[src/rtl/bitproc_pkg.sv]
package bitproc_pkg;

  typedef enum logic [3:0] {
    OP_NOP    = 4'd0,
    OP_CLR_C  = 4'd1,
    OP_SET_C  = 4'd2,
    OP_CPL_C  = 4'd3,
    OP_CLR_B  = 4'd4,
    OP_SET_B  = 4'd5,
    OP_CPL_B  = 4'd6,
    OP_AND_B  = 4'd7,
    OP_AND_NB = 4'd8,
    OP_OR_B   = 4'd9,
    OP_OR_NB  = 4'd10,
    OP_LD_C   = 4'd11,
    OP_ST_C   = 4'd12,
    OP_JB     = 4'd13,
    OP_JNB    = 4'd14,
    OP_JBC    = 4'd15
  } bop_e;

  // Operations from OP_CLR_B upward touch an addressed bit.
  function automatic logic op_uses_bit(bop_e op);
    return (op >= OP_CLR_B);
  endfunction

endpackage

[src/rtl/bitproc_addr_map.sv]
module bitproc_addr_map #(
  parameter int unsigned ADDR_W    = 8,
  parameter int unsigned IDX_W     = 3,
  parameter logic [7:0]  RAM_BASE  = 8'h20,
  parameter logic [7:0]  FLAG_BYTE = 8'hD0,
  parameter logic [7:0]  PROT_MASK = 8'h45,
  parameter int unsigned CY_IDX    = 7
) (
  input  logic [ADDR_W-1:0] bit_addr,
  output logic [ADDR_W-1:0] byte_addr,
  output logic [IDX_W-1:0]  bit_idx,
  output logic              is_cy_alias,
  output logic              is_locked
);
  localparam logic [ADDR_W-1:0] IDX_MASK = ADDR_W'((1 << IDX_W) - 1);

  logic hi_region;
  logic on_flag_byte;

  always_comb begin
    hi_region    = bit_addr[ADDR_W-1];
    bit_idx      = bit_addr[IDX_W-1:0];
    if (hi_region) begin
      byte_addr = bit_addr & ~IDX_MASK;
    end else begin
      byte_addr = ADDR_W'(RAM_BASE) + (bit_addr >> IDX_W);
    end
    on_flag_byte = hi_region && (byte_addr == ADDR_W'(FLAG_BYTE));
    is_cy_alias  = on_flag_byte && (bit_idx == IDX_W'(CY_IDX));
    is_locked    = on_flag_byte && PROT_MASK[bit_idx];
  end

endmodule

[src/rtl/bitproc_alu.sv]
module bitproc_alu
  import bitproc_pkg::*;
(
  input  bop_e op,
  input  logic cy_in,
  input  logic bval,
  output logic cy_out,
  output logic wr_need,
  output logic wr_val,
  output logic take
);
  always_comb begin
    cy_out  = cy_in;
    wr_need = 1'b0;
    wr_val  = 1'b0;
    take    = 1'b0;
    unique case (op)
      OP_CLR_C:  cy_out = 1'b0;
      OP_SET_C:  cy_out = 1'b1;
      OP_CPL_C:  cy_out = ~cy_in;
      OP_CLR_B:  begin wr_need = 1'b1; wr_val = 1'b0;  end
      OP_SET_B:  begin wr_need = 1'b1; wr_val = 1'b1;  end
      OP_CPL_B:  begin wr_need = 1'b1; wr_val = ~bval; end
      OP_AND_B:  cy_out = cy_in & bval;
      OP_AND_NB: cy_out = cy_in & ~bval;
      OP_OR_B:   cy_out = cy_in | bval;
      OP_OR_NB:  cy_out = cy_in | ~bval;
      OP_LD_C:   cy_out = bval;
      OP_ST_C:   begin wr_need = 1'b1; wr_val = cy_in; end
      OP_JB:     take = bval;
      OP_JNB:    take = ~bval;
      OP_JBC:    begin take = bval; wr_need = bval; wr_val = 1'b0; end
      default:   cy_out = cy_in;
    endcase
  end
endmodule

[src/rtl/bitproc_unit.sv]
module bitproc_unit
  import bitproc_pkg::*;
#(
  parameter int unsigned ADDR_W    = 8,
  parameter int unsigned IDX_W     = 3,
  parameter int unsigned OP_W      = 4,
  parameter logic [7:0]  RAM_BASE  = 8'h20,
  parameter logic [7:0]  FLAG_BYTE = 8'hD0,
  parameter logic [7:0]  PROT_MASK = 8'h45,
  parameter int unsigned CY_IDX    = 7
) (
  input  logic              clk,
  input  logic              rst,
  input  logic              op_valid,
  input  logic [OP_W-1:0]   op_code,
  input  logic [ADDR_W-1:0] op_bit_addr,
  output logic              rd_req,
  output logic [ADDR_W-1:0] rd_byte_addr,
  output logic [IDX_W-1:0]  rd_bit_idx,
  input  logic              rd_bit,
  output logic              wr_en,
  output logic [ADDR_W-1:0] wr_byte_addr,
  output logic [IDX_W-1:0]  wr_bit_idx,
  output logic              wr_bit,
  output logic              cy,
  output logic              done,
  output logic              take_branch
);
  // Stage 0: combinational address mapping of the incoming operation
  logic [ADDR_W-1:0] m_byte;
  logic [IDX_W-1:0]  m_idx;
  logic              m_alias;
  logic              m_locked;
  bop_e              in_op;

  assign in_op = bop_e'(op_code);

  bitproc_addr_map #(
    .ADDR_W   (ADDR_W),
    .IDX_W    (IDX_W),
    .RAM_BASE (RAM_BASE),
    .FLAG_BYTE(FLAG_BYTE),
    .PROT_MASK(PROT_MASK),
    .CY_IDX   (CY_IDX)
  ) map_i (
    .bit_addr   (op_bit_addr),
    .byte_addr  (m_byte),
    .bit_idx    (m_idx),
    .is_cy_alias(m_alias),
    .is_locked  (m_locked)
  );

  // Stage A: registered read request
  logic a_valid;
  bop_e a_op;
  logic a_alias;
  logic a_locked;

  always_ff @(posedge clk) begin
    if (rst) begin
      a_valid      <= 1'b0;
      a_op         <= OP_NOP;
      a_alias      <= 1'b0;
      a_locked     <= 1'b0;
      rd_req       <= 1'b0;
      rd_byte_addr <= '0;
      rd_bit_idx   <= '0;
    end else begin
      a_valid      <= op_valid;
      a_op         <= op_valid ? in_op : OP_NOP;
      a_alias      <= m_alias;
      a_locked     <= m_locked;
      rd_req       <= op_valid && op_uses_bit(in_op) && !m_alias;
      rd_byte_addr <= m_byte;
      rd_bit_idx   <= m_idx;
    end
  end

  // Operand selection: CY alias, pending write, or storage
  logic fwd_hit;
  logic bval;

  always_comb begin
    fwd_hit = wr_en && (wr_byte_addr == rd_byte_addr) && (wr_bit_idx == rd_bit_idx);
    if (a_alias) begin
      bval = cy;
    end else if (fwd_hit) begin
      bval = wr_bit;
    end else begin
      bval = rd_bit;
    end
  end

  logic alu_cy;
  logic alu_wr;
  logic alu_wval;
  logic alu_take;

  bitproc_alu alu_i (
    .op     (a_op),
    .cy_in  (cy),
    .bval   (bval),
    .cy_out (alu_cy),
    .wr_need(alu_wr),
    .wr_val (alu_wval),
    .take   (alu_take)
  );

  // Stage B: registered results
  always_ff @(posedge clk) begin
    if (rst) begin
      done         <= 1'b0;
      take_branch  <= 1'b0;
      wr_en        <= 1'b0;
      wr_byte_addr <= '0;
      wr_bit_idx   <= '0;
      wr_bit       <= 1'b0;
      cy           <= 1'b0;
    end else begin
      done         <= a_valid;
      take_branch  <= a_valid && alu_take;
      wr_en        <= a_valid && alu_wr && !a_alias && !a_locked;
      wr_byte_addr <= rd_byte_addr;
      wr_bit_idx   <= rd_bit_idx;
      wr_bit       <= alu_wval;
      if (a_valid) begin
        cy <= (a_alias && alu_wr) ? alu_wval : alu_cy;
      end
    end
  end

endmodule

[config.mk]
export PLATFORM = sky130hd
export DESIGN_NAME = bitproc_unit
export DESIGN_NICKNAME = d
export VERILOG_FILES = /design/src/rtl/bitproc_pkg.sv /design/src/rtl/bitproc_addr_map.sv /design/src/rtl/bitproc_alu.sv /design/src/rtl/bitproc_unit.sv
export SDC_FILE = /design/constraint.sdc
export NUM_CORES = 1
export LEC_CHECK = 0
export CAP_MARGIN = 20
export CORE_ASPECT_RATIO = 1.25
export CORE_MARGIN = 1.5
export CORE_UTILIZATION = 54
export CTS_CLUSTER_DIAMETER = 200
export DETAILED_ROUTE_END_ITERATION = 12
export DONT_BUFFER_PORTS = 1
export GPL_TIMING_DRIVEN = 0
export PLACE_DENSITY_LB_ADDON = 0.12
export SLEW_MARGIN = 20
export SYNTH_ARGS = -nofsm -noshare
export SYNTH_HDL_FRONTEND = slang
export SYNTH_SLANG_ARGS = --single-unit
[constraint.sdc]
create_clock -name clk -period 2.11 [get_ports clk]
set_clock_uncertainty 0.15 [all_clocks]
set_input_delay 0.3165 -clock clk [delete_from_list [all_inputs] [get_ports clk]]
set_output_delay 0.3165 -clock clk [all_outputs]
set_load 0.005 [all_outputs]
==> results of run 1 <==
-- flip-flops by register name, indices dropped and copies added, names as in the netlist, 3 cells and up --
| register | flops |
|---|---|
| rd_byte_addr | 8 |
| rd_bit_idx | 3 |
| wr_bit_idx | 3 |
| a_op | 4 |
| wr_byte_addr | 8 |
-- cells by family after synthesis --
logic type                share of synthesized area [%]
buffers and inverters                             2.917
xor gates and xnor gates                          6.808
muxes                                             2.475
DFF                                               49.51
and+or+nand+nor                                   27.67
AOI/OAI and AO/OA                                 10.61
-- power groups by stage --
stage | logic (mW) | clock network [mW] | registers, mW
finish | 0.134 | 0.486 | 0.714
global route | 0.145 | 0.513 | 0.717
CTS | 0.121 | 0.494 | 0.713
detailed placement | 0.0876 | 0 | 0.727
global placement | 0.0843 | 0 | 0.726
floorplan | 0.0730 | 0 | 0.721
-- synth_stat cells --
| cell type | n | area [sq um] |
|---|---|---|
| sky130_fd_sc_hd__mux2_4 | 1 | 15.01 |
| sky130_fd_sc_hd__dfxtp_1 | 35 | 700.7 |
| sky130_fd_sc_hd__o22ai_1 | 3 | 18.77 |
| sky130_fd_sc_hd__clkbuf_1 | 6 | 22.52 |
| sky130_fd_sc_hd__xnor2_1 | 11 | 96.34 |
| sky130_fd_sc_hd__o32a_1 | 1 | 10.01 |
| sky130_fd_sc_hd__a21boi_0 | 2 | 15.01 |
| sky130_fd_sc_hd__nand2b_1 | 3 | 18.77 |
| sky130_fd_sc_hd__nand4b_1 | 2 | 17.52 |
| sky130_fd_sc_hd__nor4_1 | 2 | 12.51 |
| sky130_fd_sc_hd__nor2b_1 | 18 | 112.6 |
| sky130_fd_sc_hd__o41ai_2 | 1 | 16.27 |
| sky130_fd_sc_hd__a2111oi_0 | 2 | 17.52 |
| sky130_fd_sc_hd__nand4_1 | 5 | 31.28 |
| sky130_fd_sc_hd__nand2_1 | 10 | 37.54 |
| sky130_fd_sc_hd__nor3_1 | 1 | 5.000 |
| sky130_fd_sc_hd__nor4b_2 | 1 | 15.01 |
| sky130_fd_sc_hd__nand3b_1 | 2 | 15.01 |
| sky130_fd_sc_hd__buf_1 | 1 | 3.750 |
| sky130_fd_sc_hd__nor3b_1 | 1 | 7.510 |
| sky130_fd_sc_hd__o21ai_1 | 1 | 5.000 |
| sky130_fd_sc_hd__nor4b_1 | 1 | 8.760 |
| sky130_fd_sc_hd__o21ai_0 | 3 | 15.01 |
| sky130_fd_sc_hd__and2_1 | 9 | 56.30 |
| sky130_fd_sc_hd__nor2_1 | 12 | 45.04 |
| sky130_fd_sc_hd__and3b_1 | 1 | 8.760 |
| sky130_fd_sc_hd__o31a_1 | 1 | 8.760 |
| sky130_fd_sc_hd__inv_1 | 4 | 15.01 |
| sky130_fd_sc_hd__a31oi_1 | 1 | 6.260 |
| sky130_fd_sc_hd__o31a_4 | 1 | 17.52 |
| sky130_fd_sc_hd__mux2i_1 | 2 | 20.02 |
| sky130_fd_sc_hd__a21oi_1 | 4 | 20.02 |
-- routing by layer --
metal	up-vias	part of all wire [%]
met2	64	52
met1	542	40
met4	0	0.59
met3	4	7.3
li1	559	-
met5	-	0
-- timing repair --
action | in CTS | in global routing
gates resized for setup | 10 | 8
hold buffers | 14 | 0
pin swaps | 8 | 5
setup buffers | 5 | 2
hold endpoints to repair | 18 | 0
setup endpoints to repair | 3 | 3
-- layout make-up --
type / count / area, sq um / share of cell area (%)
buffer: 7 / 26.28 / 1.441
clock buffer: 5 / 37.54 / 2.059
clock inverter: 3 / 43.79 / 2.402
inverter: 4 / 15.01 / 0.8236
multi-input combinational: 102 / 743.2 / 40.77
sequential: 35 / 723.2 / 39.67
tap: 33 / 41.29 / 2.265
timing repair buffer: 21 / 192.7 / 10.57
-- final timing paths --
check / startpoint / endpoint / slack (ps) / depth (start not counted)
worst min register to register: a_locked / wr_en / 300 / 1
worst max-delay path: wr_bit_idx[0] / cy / -170 / 8
worst max register to register: wr_bit_idx[0] / cy / -170 / 8
worst min-delay path: op_bit_addr[1] / rd_bit_idx[1] / 20 / 2
==> Implementation_results.wiki, run 1 <==
{| class="wikitable"
! Metric !! Value
|-
| Result of the run || finished, violations left
|-
| Violated checks || negative setup slack
|-
| Final design utilization || 74.34%
|-
| # fillers || 196
|-
| Critical path type || flip-flop to flip-flop
|-
| Syn_nets || 164
|-
| Worst min-delay path category || input port to flip-flop
|-
| Pin slew with the least headroom to its limit || 537.4 ps
|-
| Worst hold slack after final layout || 16.52 ps
|-
| Switching power summed over all nets || 0.3237 mW
|-
| Layout area overhead || 28.82%
|-
| Count of pins over their slew limit || 0
|-
| Vert. Die Dim || 60.24 microns
|-
| Reg clk slew, reported paths || 110 ps
|-
| Average wire per cell in the routed design || 16.11 microns
|-
| Iter 0 DRT Violations || 48
|-
| Final instance count without filler cells || 210
|-
| Smallest setup slack after layout || -174.9 ps
|-
| Via count of the first global-routing pass || 1,176
|-
| Max VDD drop || 0.6259 mV
|-
| Top-level I/O count || 44
|-
| Reported max-cap violation count || 0
|-
| Met2 demand-to-capacity share in global routing || 41.10%
|-
| Routability congestion estimate from global placement || 0.8371
|-
| Area of the die || 2939 sq um
|-
| Total power per unit cell area || 731.6 nW/um^2
|-
| Placed wire-length estimate after detailed placement || 2153 microns
|-
| Lkg Pwr || 0.6690 nW
|-
| Standard cell area after detailed placement || 1468 sq um
|-
| Final critical-path share of the clock period || 108.3%
|-
| Met1 usage || 25.27%
|-
| Maximum frequency from static timing analysis || 437.6 MHz
|-
| Number of diodes || 0
|-
| Rel. slew slack || 64.18%
|-
| Req. time, crit path || 2240 ps
|-
| Synth Register Bits || 35
|-
| Via total after detailed routing || 1,169
|-
| DRC viols || 0
|-
| Crit path launch type || flip-flop
|-
| Minimum clock period after layout || 2285 ps
|-
| Remaining antenna violation count after routing || 0
|-
| Later-pin clock latency in the skew report || 340 ps
|-
| Ratio of routed vias to standard cells || 5.567
|-
| Initial Util || 57.70%
|-
| Die width || 48.79 microns
|-
| Buffers plus inverters on the worst setup path || 1
|-
| Cell Area, Synth || 1415 sq um
|-
| Depth of the CTS H-tree || 2
|-
| Floorplan row count || 20
|-
| Critical Path Slowest Stage Cell || sky130_fd_sc_hd__o31a_4
|-
| Delay of the slowest cell on the worst path || 390 ps
|-
| Fraction of layout instances using a drive strength above 1 || 23.16%
|-
| GRT Residual Overflow || 0
|-
| Post-layout instance area || 1823 sq um
|-
| Final setup violation count || 4
|-
| Overall power consumption || 1.334 mW
|-
| Portion of the post-synthesis area used by sequential elements || 49.51%
|-
| GRT Resource Usage Total || 22.58%
|-
| Highest fanout seen on the critical path || 5
|-
| Crit path capture type || flip-flop
|-
| Most used routing layer in global routing || met2
|-
| Largest net degree at the start of global routing || 13
|-
| Yosys Warn Count || 0
|-
| Routed WL || 3384 microns
|-
| Distinct cell type count of the synthesized netlist || 32
|-
| Maximum clock path buffer count || 2
|-
| Share of power burned in combinational logic || 10.0%
|-
| Number of placed instances, taps included || 181
|-
| Arr. time, crit path || 2410 ps
|-
| Mean area per synthesized cell || 9.562 sq um
|-
| Clock buffers created by TritonCTS || 5
|-
| Sequential share of power || 53.5%
|-
| Clock root buffer || sky130_fd_sc_hd__clkbuf_4
|-
| Pint || 1.010 mW
|-
| Most common cell after layout, fill and taps aside || sky130_fd_sc_hd__dfxtp_1
|-
| Std-Cell Core Area || 2452 sq um
|-
| Sum of negative setup slack || -365.1 ps
|-
| Post-placement worst setup slack || -168.3 ps
|-
| Number of antenna violations at the first check in global routing || 0
|-
| Family of cells with the greatest summed delay on the critical path || compound AO/OA/AOI/OAI gates
|-
| Final Hold Violating Endpoints || 0
|-
| Clock power frac || 36.5%
|-
| Top library cells by usage in the layout, fill and taps aside || 19 x sky130_fd_sc_hd__dfxtp_1, 18 x sky130_fd_sc_hd__nor2b_1, 15 x sky130_fd_sc_hd__dfxtp_2
|-
| Switching Fraction || 24.27%
|-
| Clock tree from TritonCTS || yes
|-
| Count of mapped cells out of synthesis || 148
|-
| DRT Pass-1 Iters || 4
|-
| Worst path cell trace || xnor2_1, nand4_1, o31a_1, o31a_4, buf_4, o41ai_4, o21ai_0, o21ai_1
|-
| Final nets || 192
|-
| Number of clock sinks || 35
|-
| Number of I/O port buffers || 0
|-
| Unrepaired setup endpoints after global routing || yes
|-
| Met3 Use GR || 7.000%
|-
| Wire length of the first global-routing pass || 5002 microns
|}
(Power assumes the default switching activity.)
==> run 2, diff against run 1 <==
- GPL_TIMING_DRIVEN: 0 -> unset
==> run 2 against run 1 <==
Against the previous run: the run still ends with negative setup slack left; setup slack improved by 87 ps; routed wire length rose by 8.9%; fmax rose by 4.0%; sequential share of layout area fell by 3.3 points; critical path type unchanged; highest routed layer unchanged.
==> Implementation_results.wiki, run 2 (synthesized netlist as in run 1, its figures left out) <==
{| class="wikitable"
! Metric !! Value
|-
| Floorplan row count || 20
|-
| Req. time, crit path || 2200 ps
|-
| Crit path launch type || flip-flop
|-
| Clock tree from TritonCTS || yes
|-
| Number of placed instances, taps included || 202
|-
| Rel. slew slack || 46.81%
|-
| Worst reg2reg setup slack || -90 ps
|-
| Final setup violation count || 1
|-
| GRT Resource Usage Total || 24.53%
|-
| Minimum clock period after layout || 2198 ps
|-
| Initial Util || 57.70%
|-
| Max VDD drop || 0.7086 mV
|-
| Die width || 48.79 microns
|-
| Result of the run || finished, violations left
|-
| Highest fanout seen on the critical path || 5
|-
| Top-level I/O count || 44
|-
| Total power per unit cell area || 686.7 nW/um^2
|-
| Violated checks || negative setup slack
|-
| Std-Cell Core Area || 2452 sq um
|-
| Final critical-path share of the clock period || 104.1%
|-
| Most common cell after layout, fill and taps aside || sky130_fd_sc_hd__buf_4
|-
| Reg clk slew, reported paths || 110 ps
|-
| Critical path type || flip-flop to flip-flop
|-
| Number of antenna violations at the first check in global routing || 0
|-
| Routed WL || 3684 microns
|-
| Reported max-cap violation count || 0
|-
| Final design utilization || 80.97%
|-
| Via count of the first global-routing pass || 1,108
|-
| Final instance count without filler cells || 228
|-
| Placed wire-length estimate after detailed placement || 2275 microns
|-
| Arr. time, crit path || 2290 ps
|-
| Average wire per cell in the routed design || 16.16 microns
|-
| Depth of the CTS H-tree || 2
|-
| Worst hold slack after final layout || 20.14 ps
|-
| Top library cells by usage in the layout, fill and taps aside || 32 x sky130_fd_sc_hd__buf_4, 18 x sky130_fd_sc_hd__nor2b_1, 18 x sky130_fd_sc_hd__dfxtp_1
|-
| Maximum frequency from static timing analysis || 455.1 MHz
|-
| Area of combinational cells with multiple inputs || 745.7 sq um
|-
| Routability congestion estimate from global placement || 0.9006
|-
| Vert. Die Dim || 60.24 microns
|-
| Unrepaired setup endpoints after global routing || yes
|-
| Number of I/O port buffers || 0
|-
| # fillers || 160
|-
| Largest net degree at the start of global routing || 23
|-
| Fraction of layout instances using a drive strength above 1 || 35.38%
|-
| Count of pins over their slew limit || 0
|-
| Later-pin clock latency in the skew report || 350 ps
|-
| Register cell area after layout || 721.9 sq um
|-
| Lkg Pwr || 0.7955 nW
|-
| Number of diodes || 0
|-
| Smallest setup slack after layout || -87.55 ps
|-
| Layout area overhead || 40.32%
|-
| Biggest regs || rd_byte_addr x8, wr_byte_addr x8, a_op x4
|-
| Clock power frac || 35.7%
|-
| Iter 0 DRT Violations || 48
|-
| Final Hold Violating Endpoints || 0
|-
| Remaining antenna violation count after routing || 0
|-
| Share of power burned in combinational logic || 11.7%
|-
| GRT Residual Overflow || 0
|-
| Pint || 1.033 mW
|-
| Via total after detailed routing || 1,269
|-
| Number of clock sinks || 35
|-
| DRC viols || 0
|-
| Wire length of the first global-routing pass || 5202 microns
|-
| Sequential share of power || 52.6%
|-
| Pin slew with the least headroom to its limit || 795.2 ps
|-
| Final nets || 210
|-
| Clock root buffer || sky130_fd_sc_hd__clkbuf_4
|-
| Switching power summed over all nets || 0.3305 mW
|-
| Sum of negative setup slack || -87.55 ps
|-
| Switching Fraction || 24.24%
|-
| Clock buffers created by TritonCTS || 5
|-
| Worst min-delay path category || input port to flip-flop
|-
| Crit path capture type || flip-flop
|-
| DRT Pass-1 Iters || 5
|-
| Area of the die || 2939 sq um
|-
| Ratio of routed vias to standard cells || 5.566
|-
| Maximum clock path buffer count || 2
|}
[run 2: metrics by stage]
step	area (sq um)	setup WS, ps	power (mW)
after global placement	1652	-57.01	0.8310
after detailed placement	1652	-121.6	0.8369
after floorplan	1426	-4.779	0.7937
final	1986	-87.55	1.363
after CTS	1893	-82.52	1.340
after global routing	1986	-236.4	1.415
[run 2: power by group through the flow]
stage	registers, mW	logic [mW]	clock network [mW]
floorplan	0.721	0.0730	0
global placement	0.726	0.105	0
detailed placement	0.728	0.109	0
CTS	0.714	0.140	0.486
global route	0.721	0.172	0.522
finish	0.718	0.160	0.486
[run 2: layer usage]
layer	wire length [microns]	global-route usage, %
met5	0	0
met1	1421	27.47
met4	64	9.796
met2	1919	42.86
met3	278	8.750
[run 2: timing repair]
action | 4_1_cts | 5_1_grt
gates cloned | 0 | 0
endpoints found under the hold margin | 31 | 1
resized for setup | 10 | 10
hold buffers | 13 | 1
pin swaps | 8 | 8
setup endpoints to repair | 1 | 4
setup buffers | 0 | 5
[run 2: final timing paths]
kind                   to             from  cells past startpoint
setup / recovery       cy  rd_byte_addr[2]                      7
hold / removal    a_valid         op_valid                      1
setup reg to reg       cy  rd_byte_addr[2]                      7
hold reg to reg     wr_en         a_locked                      1
[run 2: worst max-delay path, stage by stage, from the launching register on]
cell,delay (ps)
sky130_fd_sc_hd__dfxtp_2,360
sky130_fd_sc_hd__xnor2_2,170
sky130_fd_sc_hd__nand4_1,130
sky130_fd_sc_hd__o31a_1,350
sky130_fd_sc_hd__o31a_4,320
sky130_fd_sc_hd__mux2_4,320
sky130_fd_sc_hd__nor4b_4,210
sky130_fd_sc_hd__o21ai_1,90
[run 2: final cells by class]
class,count,area share (%)
Sequential cell,35,36.36
Tap cell,33,2.079
Clock buffer,5,1.890
Multi-Input combinational cell,102,37.56
Inverter,4,0.7561
Timing Repair Buffer,46,19.16
Clock inverter,3,2.205
==> run 3, diff against run 2 <==
- CTS_CLUSTER_SIZE: unset -> 10
- SKIP_CTS_REPAIR_TIMING: unset -> 1
==> run 3 against run 2 <==
Against the previous run: the flow still finishes with violations (negative setup slack); combinational power fell by 8%; sequential power barely moved; clock power barely moved; sequential share of layout area rose by 0.42 points; clock-buffer cell count did not move.
==> Implementation_results.wiki, run 3 (synthesized netlist as in run 1, its figures left out) <==
{| class="wikitable"
! Metric !! Value
|-
| Area of the die || 2939 sq um
|-
| Floorplan row count || 20
|-
| Routability congestion estimate from global placement || 0.9006
|-
| Total power per unit cell area || 688.3 nW/um^2
|-
| Reported max-cap violation count || 0
|-
| Area of combinational cells with multiple inputs || 742.0 sq um
|-
| Req. time, crit path || 2210 ps
|-
| Clock buffers created by TritonCTS || 5
|-
| Result of the run || finished, violations left
|-
| Number of diodes || 0
|-
| Rel. slew slack || 46.60%
|-
| Post-placement worst setup slack || -121.6 ps
|-
| Sum of negative setup slack || -117.4 ps
|-
| Final nets || 207
|-
| Wire length of the first global-routing pass || 4774 microns
|-
| Overall power consumption || 1.351 mW
|-
| Average wire per cell in the routed design || 15.41 microns
|-
| Smallest setup slack after layout || -117.4 ps
|-
| Std-Cell Core Area || 2452 sq um
|-
| Highest fanout seen on the critical path || 5
|-
| Worst path cell trace || xnor2_2, nand4_1, o31a_1, o31a_4, mux2_4, nor4b_4, o21ai_1
|-
| Worst min-delay path category || input port to flip-flop
|-
| Initial Util || 57.70%
|-
| Remaining antenna violation count after routing || 0
|-
| Most common cell after layout, fill and taps aside || sky130_fd_sc_hd__buf_4
|-
| Iter 0 DRT Violations || 26
|-
| Unrepaired setup endpoints after global routing || yes
|-
| Final critical-path share of the clock period || 105.6%
|-
| Crit path capture type || flip-flop
|-
| Critical Path Slowest Stage Cell || sky130_fd_sc_hd__dfxtp_2
|-
| Layout area overhead || 38.73%
|-
| Depth of the CTS H-tree || 2
|-
| GRT Resource Usage Total || 22.61%
|-
| Standard cell area after detailed placement || 1652 sq um
|-
| Post-layout instance area || 1963 sq um
|-
| Register cell area after layout || 721.9 sq um
|-
| Violated checks || negative setup slack
|-
| Later-pin clock latency in the skew report || 350 ps
|-
| Max VDD drop || 0.6764 mV
|-
| Number of clock sinks || 35
|-
| Final Hold Violating Endpoints || 0
|-
| Family of cells with the greatest summed delay on the critical path || compound AO/OA/AOI/OAI gates
|-
| Clock root buffer || sky130_fd_sc_hd__clkbuf_4
|-
| Arr. time, crit path || 2320 ps
|-
| GRT Residual Overflow || 0
|-
| Die width || 48.79 microns
|-
| DRT Pass-1 Iters || 4
|-
| Delay of the slowest cell on the worst path || 360 ps
|-
| Vert. Die Dim || 60.24 microns
|-
| Reg clk slew, reported paths || 110 ps
|-
| Crit path launch type || flip-flop
|-
| Ratio of routed vias to standard cells || 5.342
|-
| Via count of the first global-routing pass || 1,051
|-
| Lkg Pwr || 0.7775 nW
|-
| Critical path type || flip-flop to flip-flop
|-
| Via total after detailed routing || 1,202
|-
| Top library cells by usage in the layout, fill and taps aside || 28 x sky130_fd_sc_hd__buf_4, 18 x sky130_fd_sc_hd__nor2b_1, 18 x sky130_fd_sc_hd__dfxtp_1
|-
| Fraction of layout instances using a drive strength above 1 || 33.85%
|-
| DRC viols || 0
|-
| Number of antenna violations at the first check in global routing || 0
|-
| Clock tree from TritonCTS || yes
|-
| Pin slew with the least headroom to its limit || 798.4 ps
|-
| Buffers plus inverters on the worst setup path || 0
|-
| Largest net degree at the start of global routing || 25
|-
| Final setup violation count || 1
|-
| Minimum clock period after layout || 2227 ps
|-
| Top-level I/O count || 44
|-
| Maximum clock path buffer count || 2
|-
| # fillers || 156
|-
| Count of pins over their slew limit || 0
|-
| Placed wire-length estimate after detailed placement || 2275 microns
|-
| Biggest regs || rd_byte_addr x8, wr_byte_addr x8, a_op x4
|-
| Maximum frequency from static timing analysis || 449.0 MHz
|-
| Routed WL || 3467 microns
|-
| Number of I/O port buffers || 0
|}
[run 3: cell types whose count changed in the layout (fill, tap and decap cells not counted), sizes merged]
cell  change
buf       -3
[run 3: layer usage]
metal / up-vias / GRT usage [%] / share of wire, %
met5: - / 0 / 0
met4: 0 / 9.796 / 2.0
met3: 10 / 8.500 / 6.2
li1: 591 / - / -
met1: 550 / 25.24 / 42
met2: 51 / 38.94 / 50
[run 3: power by group]
part | total (mW) | internal, mW | switching [mW]
Sequential | 0.718 | 0.689 | 0.0286
Combinational | 0.148 | 0.0886 | 0.0595
Clock | 0.485 | 0.249 | 0.236
Total | 1.35 | 1.03 | 0.325
[run 3: final cells by class]
cell class	count	area share (%)
Inverter	4	0.7648
Sequential cell	35	36.78
Timing Repair Buffer	43	18.42
Clock inverter	3	2.231
Multi-Input combinational cell	102	37.79
Tap cell	33	2.103
Clock buffer	5	1.912
[run 3: path summary, 6_finish.rpt]
kind	startpoint	slack, ps	to	cells past startpoint
min	op_bit_addr[1]	9	rd_bit_idx[1]	2
max reg2reg	wr_bit_idx[2]	-120	cy	7
max	wr_bit_idx[2]	-120	cy	7
min reg2reg	a_locked	260	wr_en	1
[run 3: per-stage QoR]
stage	utilization, %	std cells	hold WS, ps
finish	80.05	225	8.935
global route	80.05	225	2.802
CTS	70.66	210	-142.6
detailed placement	67.35	202	233.8
global placement	67.35	202	233.0
floorplan	-	148	230.8
